--- src/rtl/idb_pkg.sv ---
// Package: shared widths, the function code encoding and sequencer states
// for the indirect device register bridge.
package idb_pkg;
    localparam int DEV_W  = 5;   // device number width
    localparam int DATA_W = 16;  // data and register address width
    localparam int IDX_W  = 5;   // management index width

    // Function code held in the top two bits of the access-control word.
    typedef enum logic [1:0] {
        FN_ADDR   = 2'b00,  // data index reaches the stored pointer
        FN_FIXED  = 2'b01,  // device access, pointer kept
        FN_INC_RW = 2'b10,  // device access, pointer steps after read and write
        FN_INC_WR = 2'b11   // device access, pointer steps after write only
    } fn_e;

    typedef enum logic {
        ST_IDLE = 1'b0,
        ST_WAIT = 1'b1
    } seq_state_e;
endpackage

--- src/rtl/idb_ctrl_reg.sv ---
// Module: idb_ctrl_reg
// Holds the access-control word: a function code and a device number.
// Assumes the caller qualifies wr_en with an accepted write to the control
// index. The read value places the function in the top two bits and the
// device number in the low bits, with the bits between them read as zero.
module idb_ctrl_reg #(
    parameter int DEV_W  = idb_pkg::DEV_W,
    parameter int DATA_W = idb_pkg::DATA_W
) (
    input  logic              clk,
    input  logic              rst_n,
    input  logic              wr_en,
    input  logic [1:0]        fn_in,
    input  logic [DEV_W-1:0]  dev_in,
    output idb_pkg::fn_e      fn,
    output logic [DEV_W-1:0]  dev,
    output logic [DATA_W-1:0] rd_value
);
    import idb_pkg::*;

    localparam int GAP_W = DATA_W - 2 - DEV_W;

    fn_e             fn_q;
    logic [DEV_W-1:0] dev_q;

    // Capture function and device on a control write; clear on reset.
    always_ff @(posedge clk) begin
        if (!rst_n) begin
            fn_q  <= FN_ADDR;
            dev_q <= '0;
        end else if (wr_en) begin
            fn_q  <= fn_e'(fn_in);
            dev_q <= dev_in;
        end
    end

    // Present the stored fields and the zero-filled read image.
    always_comb begin
        fn       = fn_q;
        dev      = dev_q;
        rd_value = {fn_q, {GAP_W{1'b0}}, dev_q};
    end

    AST_CTRL_LOAD: assert property (@(posedge clk) disable iff (!rst_n)
        wr_en |=> (dev == $past(dev_in)) && (fn == $past(fn_in)));
endmodule

--- src/rtl/idb_addr_store.sv ---
// Module: idb_addr_store
// Keeps one register pointer per device number. A single update port
// writes the pointer of the selected device; the selected pointer is
// always visible on cur. Assumes sel is stable while an update is pending.
module idb_addr_store #(
    parameter int DEV_W  = idb_pkg::DEV_W,
    parameter int DATA_W = idb_pkg::DATA_W
) (
    input  logic              clk,
    input  logic              rst_n,
    input  logic [DEV_W-1:0]  sel,
    input  logic              upd,
    input  logic [DATA_W-1:0] upd_val,
    output logic [DATA_W-1:0] cur
);
    localparam int NDEV = 1 << DEV_W;

    logic [NDEV-1:0][DATA_W-1:0] slot_q;

    for (genvar g = 0; g < NDEV; g++) begin : g_slot
        // One pointer register per device; loads only when selected.
        always_ff @(posedge clk) begin
            if (!rst_n) begin
                slot_q[g] <= '0;
            end else if (upd && (sel == DEV_W'(g))) begin
                slot_q[g] <= upd_val;
            end
        end
    end

    // Pick the selected device's pointer.
    always_comb cur = slot_q[sel];

    AST_STORE_HOLD: assert property (@(posedge clk) disable iff (!rst_n)
        !upd |=> $stable(slot_q));
endmodule

--- src/rtl/idb_seq.sv ---
// Module: idb_seq
// Accepts management requests, serves the control and data indices,
// runs the device-port handshake and decides pointer updates.
// Assumes a device acknowledge arrives only while an access is open;
// requests seen while busy are dropped.
module idb_seq #(
    parameter int IDX_W    = idb_pkg::IDX_W,
    parameter int DATA_W   = idb_pkg::DATA_W,
    parameter int CTRL_IDX = 13,
    parameter int DATA_IDX = 14
) (
    input  logic              clk,
    input  logic              rst_n,
    input  logic [IDX_W-1:0]  mgmt_addr,
    input  logic [DATA_W-1:0] mgmt_wdata,
    input  logic              mgmt_wr,
    input  logic              mgmt_rd,
    output logic [DATA_W-1:0] mgmt_rdata,
    output logic              mgmt_done,
    output logic              mgmt_busy,
    input  idb_pkg::fn_e      fn,
    input  logic [DATA_W-1:0] ctrl_value,
    input  logic [DATA_W-1:0] cur_addr,
    output logic              ctrl_wr_en,
    output logic              st_upd,
    output logic [DATA_W-1:0] st_val,
    output logic              dev_wr,
    output logic              dev_rd,
    output logic [DATA_W-1:0] dev_wdata,
    input  logic              dev_ack,
    input  logic [DATA_W-1:0] dev_rdata
);
    import idb_pkg::*;

    seq_state_e        state_q;
    logic              op_wr_q;
    logic              accept, is_wr, hit_ctrl, hit_data, go_dev, finish, bump;
    logic [DATA_W-1:0] local_rd;

    // Decode the incoming request and the completion of an open access.
    always_comb begin
        accept   = (state_q == ST_IDLE) && (mgmt_wr || mgmt_rd);
        is_wr    = mgmt_wr;
        hit_ctrl = (mgmt_addr == IDX_W'(CTRL_IDX));
        hit_data = (mgmt_addr == IDX_W'(DATA_IDX));
        go_dev   = accept && hit_data && (fn != FN_ADDR);
        finish   = (state_q == ST_WAIT) && dev_ack;
        bump     = (fn == FN_INC_RW) || ((fn == FN_INC_WR) && op_wr_q);
        mgmt_busy  = (state_q == ST_WAIT);
        ctrl_wr_en = accept && is_wr && hit_ctrl;
    end

    // Choose read data for accesses answered without the device port.
    always_comb begin
        if (hit_ctrl)      local_rd = ctrl_value;
        else if (hit_data) local_rd = cur_addr;
        else               local_rd = '0;
    end

    // Pointer update: direct load in function 00, step after a finished access.
    always_comb begin
        st_upd = 1'b0;
        st_val = cur_addr;
        if (accept && is_wr && hit_data && (fn == FN_ADDR)) begin
            st_upd = 1'b1;
            st_val = mgmt_wdata;
        end else if (finish && bump) begin
            st_upd = 1'b1;
            st_val = cur_addr + DATA_W'(1);
        end
    end

    // Handshake state, one-cycle device strobes and the captured write data.
    always_ff @(posedge clk) begin
        if (!rst_n) begin
            state_q   <= ST_IDLE;
            op_wr_q   <= 1'b0;
            dev_wr    <= 1'b0;
            dev_rd    <= 1'b0;
            dev_wdata <= '0;
        end else begin
            dev_wr <= go_dev && is_wr;
            dev_rd <= go_dev && !is_wr;
            if (go_dev) begin
                state_q   <= ST_WAIT;
                op_wr_q   <= is_wr;
                dev_wdata <= mgmt_wdata;
            end else if (finish) begin
                state_q <= ST_IDLE;
            end
        end
    end

    // Completion pulse and read data towards the management side.
    always_ff @(posedge clk) begin
        if (!rst_n) begin
            mgmt_done  <= 1'b0;
            mgmt_rdata <= '0;
        end else begin
            mgmt_done <= (accept && !go_dev) || finish;
            if (accept && !go_dev) begin
                mgmt_rdata <= is_wr ? '0 : local_rd;
            end else if (finish) begin
                mgmt_rdata <= op_wr_q ? '0 : dev_rdata;
            end
        end
    end

    AST_NO_DUAL_STROBE: assert property (@(posedge clk) disable iff (!rst_n)
        !(dev_wr && dev_rd));
    AST_STROBE_ONE_CYCLE: assert property (@(posedge clk) disable iff (!rst_n)
        (dev_wr || dev_rd) |=> !(dev_wr || dev_rd));
    AST_STROBE_WHILE_BUSY: assert property (@(posedge clk) disable iff (!rst_n)
        (dev_wr || dev_rd) |-> mgmt_busy);
    AST_ADDR_MODE_NO_STROBE: assert property (@(posedge clk) disable iff (!rst_n)
        (accept && (fn == FN_ADDR)) |=> !(dev_wr || dev_rd));
    AST_FIXED_KEEPS_PTR: assert property (@(posedge clk) disable iff (!rst_n)
        (finish && (fn == FN_FIXED)) |=> $stable(cur_addr));
    AST_RW_STEPS_PTR: assert property (@(posedge clk) disable iff (!rst_n)
        (finish && (fn == FN_INC_RW)) |=> (cur_addr == DATA_W'($past(cur_addr) + DATA_W'(1))));
    AST_WR_ONLY_READ_KEEPS: assert property (@(posedge clk) disable iff (!rst_n)
        (finish && (fn == FN_INC_WR) && !op_wr_q) |=> $stable(cur_addr));
endmodule

--- src/rtl/indirect_devreg_bridge.sv ---
// Module: indirect_devreg_bridge
// Top level: joins the control word, the per-device pointer store and the
// request sequencer. The device number and register address on the device
// port come straight from the control word and the selected pointer; they
// are steady for the whole of an open access because requests are dropped
// while busy.
module indirect_devreg_bridge #(
    parameter int DEV_W    = idb_pkg::DEV_W,
    parameter int DATA_W   = idb_pkg::DATA_W,
    parameter int IDX_W    = idb_pkg::IDX_W,
    parameter int CTRL_IDX = 13,
    parameter int DATA_IDX = 14
) (
    input  logic              clk,
    input  logic              rst_n,
    input  logic [IDX_W-1:0]  mgmt_addr,
    input  logic [DATA_W-1:0] mgmt_wdata,
    input  logic              mgmt_wr,
    input  logic              mgmt_rd,
    output logic [DATA_W-1:0] mgmt_rdata,
    output logic              mgmt_done,
    output logic              mgmt_busy,
    output logic [DEV_W-1:0]  dev_sel,
    output logic [DATA_W-1:0] dev_reg,
    output logic              dev_wr,
    output logic              dev_rd,
    output logic [DATA_W-1:0] dev_wdata,
    input  logic              dev_ack,
    input  logic [DATA_W-1:0] dev_rdata
);
    import idb_pkg::*;

    fn_e               fn;
    logic [DEV_W-1:0]  dev;
    logic [DATA_W-1:0] ctrl_value, cur_addr, st_val;
    logic              ctrl_wr_en, st_upd;

    idb_ctrl_reg #(.DEV_W(DEV_W), .DATA_W(DATA_W)) u_ctrl (
        .clk      (clk),
        .rst_n    (rst_n),
        .wr_en    (ctrl_wr_en),
        .fn_in    (mgmt_wdata[DATA_W-1:DATA_W-2]),
        .dev_in   (mgmt_wdata[DEV_W-1:0]),
        .fn       (fn),
        .dev      (dev),
        .rd_value (ctrl_value)
    );

    idb_addr_store #(.DEV_W(DEV_W), .DATA_W(DATA_W)) u_store (
        .clk     (clk),
        .rst_n   (rst_n),
        .sel     (dev),
        .upd     (st_upd),
        .upd_val (st_val),
        .cur     (cur_addr)
    );

    idb_seq #(.IDX_W(IDX_W), .DATA_W(DATA_W),
              .CTRL_IDX(CTRL_IDX), .DATA_IDX(DATA_IDX)) u_seq (
        .clk        (clk),
        .rst_n      (rst_n),
        .mgmt_addr  (mgmt_addr),
        .mgmt_wdata (mgmt_wdata),
        .mgmt_wr    (mgmt_wr),
        .mgmt_rd    (mgmt_rd),
        .mgmt_rdata (mgmt_rdata),
        .mgmt_done  (mgmt_done),
        .mgmt_busy  (mgmt_busy),
        .fn         (fn),
        .ctrl_value (ctrl_value),
        .cur_addr   (cur_addr),
        .ctrl_wr_en (ctrl_wr_en),
        .st_upd     (st_upd),
        .st_val     (st_val),
        .dev_wr     (dev_wr),
        .dev_rd     (dev_rd),
        .dev_wdata  (dev_wdata),
        .dev_ack    (dev_ack),
        .dev_rdata  (dev_rdata)
    );

    // Device port addressing follows the control word and selected pointer.
    always_comb begin
        dev_sel = dev;
        dev_reg = cur_addr;
    end
endmodule

--- config.mk ---
export PLATFORM = sky130hd
export DESIGN_NAME = indirect_devreg_bridge
export DESIGN_NICKNAME = d
export VERILOG_FILES = /design/src/rtl/idb_pkg.sv /design/src/rtl/idb_ctrl_reg.sv /design/src/rtl/idb_addr_store.sv /design/src/rtl/idb_seq.sv /design/src/rtl/indirect_devreg_bridge.sv
export SDC_FILE = /design/constraint.sdc
export NUM_CORES = 1
export LEC_CHECK = 0
export ABC_AREA = 1
export BUFFER_PORTS_ARGS = -buffer_cell sky130_fd_sc_hd__buf_2
export CORE_MARGIN = 2
export CORE_UTILIZATION = 33
export DETAILED_ROUTE_END_ITERATION = 10
export SLEW_MARGIN = 20
export SYNTH_ARGS = -nofsm -noshare
export SYNTH_HDL_FRONTEND = slang
export SYNTH_HIERARCHICAL = 1
export SYNTH_SLANG_ARGS = --single-unit
--- constraint.sdc ---
create_clock -name clk -period 4.4 [get_ports clk]
set_input_delay 0 -clock clk [delete_from_list [all_inputs] [get_ports clk]]
set_output_delay 0 -clock clk [all_outputs]
set_load 0.1 [all_outputs]
==> results of run 1 <==
## kinds of logic (layout without fill, tap and decap cells)
| family | Yosys count | in the layout |
|---|---|---|
| adder cells (fa/ha/maj) | 1 | 1 |
| XOR/XNOR | 6 | 6 |
| buffers and inverters | 538 | 526 |
| other | 1 | 9 |
| AO/OA/AOI/OAI | 770 | 770 |
| flip-flops | 556 | 556 |
| AND/OR/NAND/NOR | 2336 | 2336 |
## cell usage in the layout, fill, tap and decap left out, drive strengths merged
master          n
nand4           4
dfxtp         556
a31oi           1
nor3            5
xor2            6
o211ai          1
bufinv          3
o21bai          1
and3            1
inv           194
nand2        1542
clkbuf         99
clkinvlp        3
nand3         403
buf           179
ha              1
a21oi         431
dlygate4sd3    38
o21ai         336
conb            9
clkinv         10
nor2          381
## power by group
group / switching [uW] / internal, uW
sequential: 6.69 / 5040
combinational: 403 / 115
clock: 2260 / 3350
total: 2670 / 8510
## cell usage after synthesis (4+ instances only)
cell	number
a21oi_1	431
buf_1	20
buf_2	116
buf_4	41
buf_6	8
clkbuf_1	162
dfxtp_1	556
inv_1	171
inv_2	15
nand2_1	1517
nand2_2	21
nand2_4	4
nand3_1	401
nand4_1	4
nor2_1	358
nor2_2	11
nor2_4	12
nor3_1	4
o21ai_0	326
o21ai_1	10
xor2_1	6
## worst register-to-register path, delay by kind of cell, from the launching register on
kind | cells | cell delay [ps]
and+or+nand+nor | 15 | 1740
buffers and inverters | 2 | 900
DFF | 1 | 610
AOI/OAI and AO/OA | 3 | 440
adders and majority gates | 1 | 190
## stage by stage
stage / instances / hold WS, ps / area, um^2 / utilization
after floorplan: 4216 / 77.6 / 27100 / -
after global placement: 5107 / 280 / 28100 / 0.348
after detailed placement: 5107 / 288 / 28100 / 0.348
after CTS: 5264 / 9.28 / 30700 / 0.381
after global routing: 5264 / 55.5 / 30700 / 0.381
final: 5264 / 22.6 / 30700 / 0.381
## metal layers
layer / wire (um) / part of all wire / GRT usage / vias up
li1: - / - / - / 13300
met5: 0 / 0 / 0 / -
met3: 7200 / 0.075 / 0.0285 / 179
met1: 43000 / 0.45 / 0.311 / 12700
met2: 43000 / 0.45 / 0.348 / 1119
met4: 3360 / 0.035 / 0.0771 / 0
## final cells by class
type / count / area, um^2 / area share
repair buffers: 217 / 1660 / 0.0540
well taps: 1060 / 1330 / 0.0432
clock buffers: 99 / 2010 / 0.0654
clock inverters: 20 / 228 / 0.00741
multi-input cells: 3122 / 13600 / 0.443
flip-flops and latches: 556 / 11100 / 0.363
inverters: 190 / 741 / 0.0241
## worst paths after layout
check	to	slack (ps)	cells after the start
worst min-delay path	u_seq/mgmt_done	20	4
worst max register to register	u_store/slot_q[474]	440	21
worst max-delay path	u_store/slot_q[474]	440	21
worst min register to register	u_store/slot_q[492]	450	2
==> key figures, run 1 <==
Outcome
  • Status: finished, final reports clean

Floorplan
  • Initial Utilization: 0.334
  • Die Ht: 290 um
  • Num ports: a little under 100
  • Die Area: 84000 um^2
  • Die width: 290 um
  • Core Area: 80700 um^2
  • Row count: 104

Pwr
  • Lkg Pwr: 0.0120 uW
  • Total chip power: 11200 uW
  • PwrDens: about 360 nW/um^2
  • Max rail drop VDD: 0.000204 V

Critical path
  • Max FO, Critical Path: 43
  • CP arrival: around 4500 ps
  • Slowest CP cell: dfxtp_4
  • Crit path max-delay family: simple AND/OR/NAND/NOR gates
  • Critical path class: flop to flop
  • Worst setup path start: u_ctrl/dev[0]
  • Required @ worst endpoint: 4910 ps
  • Crit path top cell by count: nand2_1
  • CP endpoint kind: flop
  • CP max stage delay: 610 ps
  • R2R Path Start: u_ctrl/dev[0]
  • Crit path buf inv count: 2
  • Crit start category: flop
  • Crit path cell chain: buf_4 > nand2_1 > o21ai_0 > nand2_1 > nand2_1 > nand2_1 > nand3_1 > nor2_1 > nor2_4 > ha_1 > nand2_1 > nor2_1 > nand2_1 > nor2_1 > nand3_1 > nand2_1 > nand2_1 > nand2_1 > buf_4 > o21ai_0 > a21oi_1

Synth
  • Ranking of synthesized cells by area: dfxtp_1, nand2_1, a21oi_1
  • Synth Area in Simple Gates: 0.353
  • Cell area after synthesis: 27000 um^2
  • Mux share of post-synthesis cell area: 0
  • Adder-Cell Fraction of Synth Area: 0.000464
  • EDFF count, synth: 0
  • Synthesized netlist cell count: 4208
  • Main combinational cell family by area after synthesis: simple AND/OR/NAND/NOR gates
  • #FFs+latches synth: 556
  • Xor/xnor share of the synthesized area: 0.00195
  • Synth top area share: 0.413
  • Async SR Flop Fraction: 0
  • Synth Area in Compound Gates: 0.143
  • Synthesis Warnings: 6
  • Post-synth cell types: 33
  • Syn avg cell area: 6.41 um^2
  • Cell taking the most area after synthesis: dfxtp_1
  • Sequential-to-total area share from yosys stat: 0.413
  • Primary FF master, synth: dfxtp_1

Clock network
  • Clock Tree Buf Depth: 3
  • Post-CTS Setup Inserts: 0
  • Post-cts sizing count: 0
  • CTS tree: built
  • Cts bufs inserted: 66
  • Clk_lat worst skew: 620 ps
  • Clk root buf: clkbuf_16
  • Worst-path clk slew: 60 ps
  • Clock sinks: ~560
  • H-tree levels: 3
  • Hold-fix buffers, CTS: 38

Final layout
  • Layout cells sized above 1: 0.0906
  • Filler cells: 8672
  • Fin nets: 4196
  • Area Growth Syn to Fin: 13.9%
  • Max reg flops: 512
  • Top reg by flops: u_store/slot_q
  • Largest regs: u_store/slot_q (512), u_seq/dev_wdata (16), u_seq/mgmt_rdata (16)
  • Antenna cells: 0

Placement
  • Dpl ws: 553 ps
  • Routability cong.: 0.926
  • PortBufs: 98
  • DP HPWL: 58800 um

Detailed routing
  • Detailed Routing Iterations Pass 1: 8
  • Routed Antenna Nets: 0
  • Vias per inst: 5.18
  • Routed wire length: 96600 um
  • Routed WL per cell: 18.3 um
  • DR iter-0 viols: 2995
  • Via count: 27300
  • DRC viols: 0

Timing
  • Fraction of the cycle the final worst path needs: 0.901
  • Worst slew pin tran: between 1000 and 1500 ps
  • Final worst slack: between 400 and 500 ps
  • Setup Viol. Count Final: 0
  • Slew Limit Fails: 0
  • Final min period: 3960 ps
  • Final hold vios: 0
  • Max Freq: 252 MHz
  • Slew margin rel.: 0.318
  • RSZ-0062 raised after global routing: no
  • Setup_tns: 0 ps
  • Final Skew: 29.6 ps

Global routing
  • Pin count of the biggest net entering global routing: 138
  • Initial antenna violation count: 0
  • First-pass GRT wire length: roughly 150000 um
  • Vias in the first global route: 24200
  • Global Route Usage Sum: 0.221
  • Overflow after GRT: 0

Min path
  • HP Class: input pin to flop
  • Critical hold path startpoint: dev_ack

Job
  • Max-cap violations: 0
(Power assumes the default switching activity.)
==> run 2, diff against run 1 <==
--- a/config.mk
+++ b/config.mk
@@ -13,5 +13,4 @@
 export SLEW_MARGIN = 20
 export SYNTH_ARGS = -nofsm -noshare
 export SYNTH_HDL_FRONTEND = slang
-export SYNTH_HIERARCHICAL = 1
 export SYNTH_SLANG_ARGS = --single-unit
==> run 2 against run 1 <==
First-iteration DRC count grew 2.9%. Global-route usage is 0.14 points higher. Core utilization hardly changed. Clock power decreased by 3.7%. Critical endpoint is now u_store.slot_q[142]. Largest cell class unchanged. Highest routed layer unchanged.
==> key figures, run 2 <==
Outcome
  • Status: finished, final reports clean (unchanged)

Timing
  • Slew margin rel.: 0.218 (was 0.318)
  • Final hold vios: 0 (unchanged)
  • Fraction of the cycle the final worst path needs: 0.897 (was 0.901)
  • RSZ-0062 raised after global routing: no (unchanged)
  • Final min period: 3950 ps (was 3960 ps)
  • Setup Viol. Count Final: 0 (unchanged)
  • Final Skew: 21.2 ps (was 29.6 ps)
  • Slew Limit Fails: 0 (unchanged)
  • Max Freq: 253 MHz (was 252 MHz)
  • Setup_tns: 0 ps (unchanged)
  • Worst slew pin tran: 1160 ps (was 1020 ps)

Clock network
  • H-tree levels: 2 (was 3)
  • Worst-path clk slew: 70 ps (was 60 ps)
  • Post-CTS Setup Inserts: 0 (unchanged)
  • Clk root buf: clkbuf_16 (unchanged)
  • Clock sinks: 556 (unchanged)
  • Cts bufs inserted: 57 (was 66)
  • Clock Tree Buf Depth: 3 (unchanged)
  • Clk_lat worst skew: 630 ps (was 620 ps)
  • CTS tree: built (unchanged)

Final layout
  • Top reg by flops: u_store.slot_q (was u_store/slot_q)
  • Commonest non-fill, non-tap cell in the layout: nand2_1 (unchanged)
  • Antenna cells: 0 (unchanged)
  • Area Growth Syn to Fin: 14.2% (was 13.9%)
  • Most frequent cells in the layout: nand2_1, inv_1, dfxtp_1 (was nand2_1, dfxtp_1, a21oi_1)
  • Layout cells sized above 1: 0.0821 (was 0.0906)
  • Filler cells: 9160 (was 8672)
  • Fin nets: 4495 (was 4196)
  • Final Cell Area: 32400 um^2 (was 30700 um^2)
  • Max reg flops: 512 (unchanged)
  • Largest regs: u_store.slot_q (512), u_seq.dev_wdata (16), u_seq.mgmt_rdata (16) (was u_store/slot_q (512), u_seq/dev_wdata (16), u_seq/mgmt_rdata (16))

Critical path
  • Worst flop-to-flop path endpoint: u_store.slot_q[142] (was u_store/slot_q[474])
  • Crit start category: flop (unchanged)
  • R2R Path Start: u_ctrl.dev[0] (was u_ctrl/dev[0])
  • Reg-to-reg slack, setup: 450 ps (was 440 ps)
  • Worst R2R Path Depth: 19 (was 21)
  • CP endpoint kind: flop (unchanged)
  • Max FO, Critical Path: 37 (was 43)
  • Critical path class: flop to flop (unchanged)
  • Required @ worst endpoint: 4960 ps (was 4910 ps)
  • CP arrival: 4500 ps (was 4480 ps)

Pwr
  • Clock share of power: 0.493 (was 0.502)
  • Flop pwr share: 0.461 (was 0.452)
  • Power Internal: 8370 uW (was 8510 uW)
  • PwrDens: 338 nW/um^2 (was 364 nW/um^2)
  • Switching Share: 0.236 (was 0.239)
  • Comb power frac: 0.046 (about the same)
  • Switching power total: 2580 uW (was 2670 uW)
  • Max rail drop VDD: 0.000264 V (was 0.000204 V)
  • Lkg Pwr: 0.0160 uW (was 0.0120 uW)

Global routing
  • Vias in the first global route: 25700 (was 24200)
  • Global Route Usage Sum: 0.223 (was 0.221)
  • Initial antenna violation count: 0 (unchanged)
  • First-pass GRT wire length: 156000 um (was 148000 um)
  • Overflow after GRT: 0 (unchanged)
  • Pin count of the biggest net entering global routing: 128 (was 138)

Min path
  • HP Class: input pin to flop (unchanged)
  • Hold path depth: 7 (was 4)
  • Hold Path End: u_seq.dev_wdata[15] (was u_seq/mgmt_done)
  • Critical hold path startpoint: mgmt_rd (was dev_ack)

Placement
  • Post-DP Area: 29900 um^2 (was 28100 um^2)
  • DP HPWL: 64200 um (was 58800 um)
  • PortBufs: 98 (unchanged)
  • Routability cong.: 0.947 (was 0.926)

Floorplan
  • Num ports: 99 (unchanged)
  • Row count: 107 (was 104)
  • Die width: 297 um (was 290 um)
  • Die Ht: 297 um (was 290 um)
  • Core Area: 85300 um^2 (was 80700 um^2)
  • Die Area: 88400 um^2 (was 84000 um^2)
  • Initial Utilization: 0.333 (was 0.334)

Detailed routing
  • Routed Antenna Nets: 0 (unchanged)
  • Routed WL per cell: 18.1 um (was 18.3 um)
  • Via count: 28400 (was 27300)
  • Routed wire length: 102000 um (was 96600 um)
  • Vias per inst: 5.03 (was 5.18)
  • DR iter-0 viols: 3082 (was 2995)
  • Detailed Routing Iterations Pass 1: 6 (was 8)
  • DRC viols: 0 (unchanged)

Synth
  • Count leader, synth: nand2_1 (unchanged)
  • Synthesis Warnings: 0 (was 6)
  • Primary FF master, synth: dfxtp_1 (unchanged)
  • Cell taking the most area after synthesis: dfxtp_1 (unchanged)
  • Synth top area share: 0.392 (was 0.413)
  • Ranking of synthesized cells by area: dfxtp_1, nand2_1, inv_1 (was dfxtp_1, nand2_1, a21oi_1)
  • Top post-synthesis cells by count: nand2_1, inv_1, dfxtp_1 (was nand2_1, dfxtp_1, a21oi_1)
  • Async SR Flop Fraction: 0 (unchanged)
  • EDFF count, synth: 0 (unchanged)
  • Cell area after synthesis: 28400 um^2 (was 27000 um^2)
  • #FFs+latches synth: 556 (unchanged)
  • Syn Nets: about 4500
  • Synthesized netlist cell count: 4448 (was 4208)
  • Post-synth cell types: 41 (was 33)
  • Syn avg cell area: 6.39 um^2 (was 6.41 um^2)
  • Sequential-to-total area share from yosys stat: 0.392 (was 0.413)

Job
  • Max-cap violations: 0 (unchanged)
run 2: worst max-delay path: stages, from the launching register on:
cell and delay [ps]:
dfxtp_4 410, inv_4 450, nand2_2 160, buf_4 290, nor2_1 140, nor2_1 60
nand2_1 70, nand2_1 120, nand3_1 170, nor2_1 130, nor2_2 350, nand2_1 170
nor2_1 180, nand3_1 90, nand2_1 80, nand3_2 440, buf_12 360, nand3_1 80
nand2_1 60, inv_1 40
run 2: area by class of cell:
type,instances,area (um^2),share of cell area
Multi-Input combinational cell,2843,13000,0.402
Inverter,734,2770,0.0853
Clock inverter,29,443,0.0137
Clock buffer,75,1610,0.0498
Tap cell,1144,1430,0.0441
Timing Repair Buffer,260,2010,0.0620
Sequential cell,556,11100,0.343
run 2: repair_timing:
action | in CTS | in global routing
gates resized for setup | 0 | 0
hold endpoints to repair | 83 | 0
hold buffers | 43 | 0
run 2: worst max-delay path by stage:
stage	start	to	slack (ps)	cells after the start
floorplan	u_ctrl.dev[0]	u_store.slot_q[508]	400	21
global placement	u_ctrl.dev[0]	u_store.slot_q[146]	650	18
detailed placement	u_ctrl.dev[0]	u_store.slot_q[34]	600	18
CTS	u_ctrl.dev[0]	u_store.slot_q[146]	570	18
global route	u_ctrl.dev[0]	u_store.slot_q[18]	260	18
finish	u_ctrl.dev[0]	u_store.slot_q[142]	450	19
run 2: cell families (layout without fill, tap and decap cells):
| group | Yosys count | after routing | share of synthesized area |
|---|---|---|---|
| and+or+nand+nor | 1946 | 1946 | 0.279 |
| xor gates and xnor gates | 1 | 1 | 0.000308 |
| AOI/OAI and AO/OA | 895 | 895 | 0.176 |
| DFF | 556 | 556 | 0.392 |
| buffers and inverters | 1049 | 1098 | 0.152 |
| adders and majority gates | 1 | 1 | 0.000440 |
run 2: power groups by stage:
stage / Combinational [uW] / Sequential (uW) / Clock (uW)
2_1_floorplan: 231 / 5230 / 0
3_3_place_gp: 463 / 5160 / 0
3_5_place_dp: 462 / 5160 / 0
4_1_cts: 492 / 5050 / 5470
5_1_grt: 521 / 5050 / 5660
6_report: 504 / 5050 / 5400
run 2: stage by stage:
stage / total power, uW / utilization / worst slack (ps) / cells / hold WS (ps)
global placement: 5630 / 0.351 / 651 / 5494 / 256
floorplan: 5460 / - / 398 / 4448 / 72.4
finish: 11000 / 0.380 / 455 / 5641 / 118
global route: 11200 / 0.380 / 265 / 5641 / 157
detailed placement: 5630 / 0.351 / 598 / 5494 / 258
CTS: 11000 / 0.380 / 569 / 5641 / 90.6
run 2: per-layer routing:
layer  global-route usage  part of all wire  wire length, um  up-vias
li1                     -                 -                -    13800
met1                0.305              0.44            45000    13200
met2                0.361              0.45            45700     1239
met3               0.0266             0.081             8320      166
met4               0.0746             0.031             3170        0
met5                    0                 0                0        -
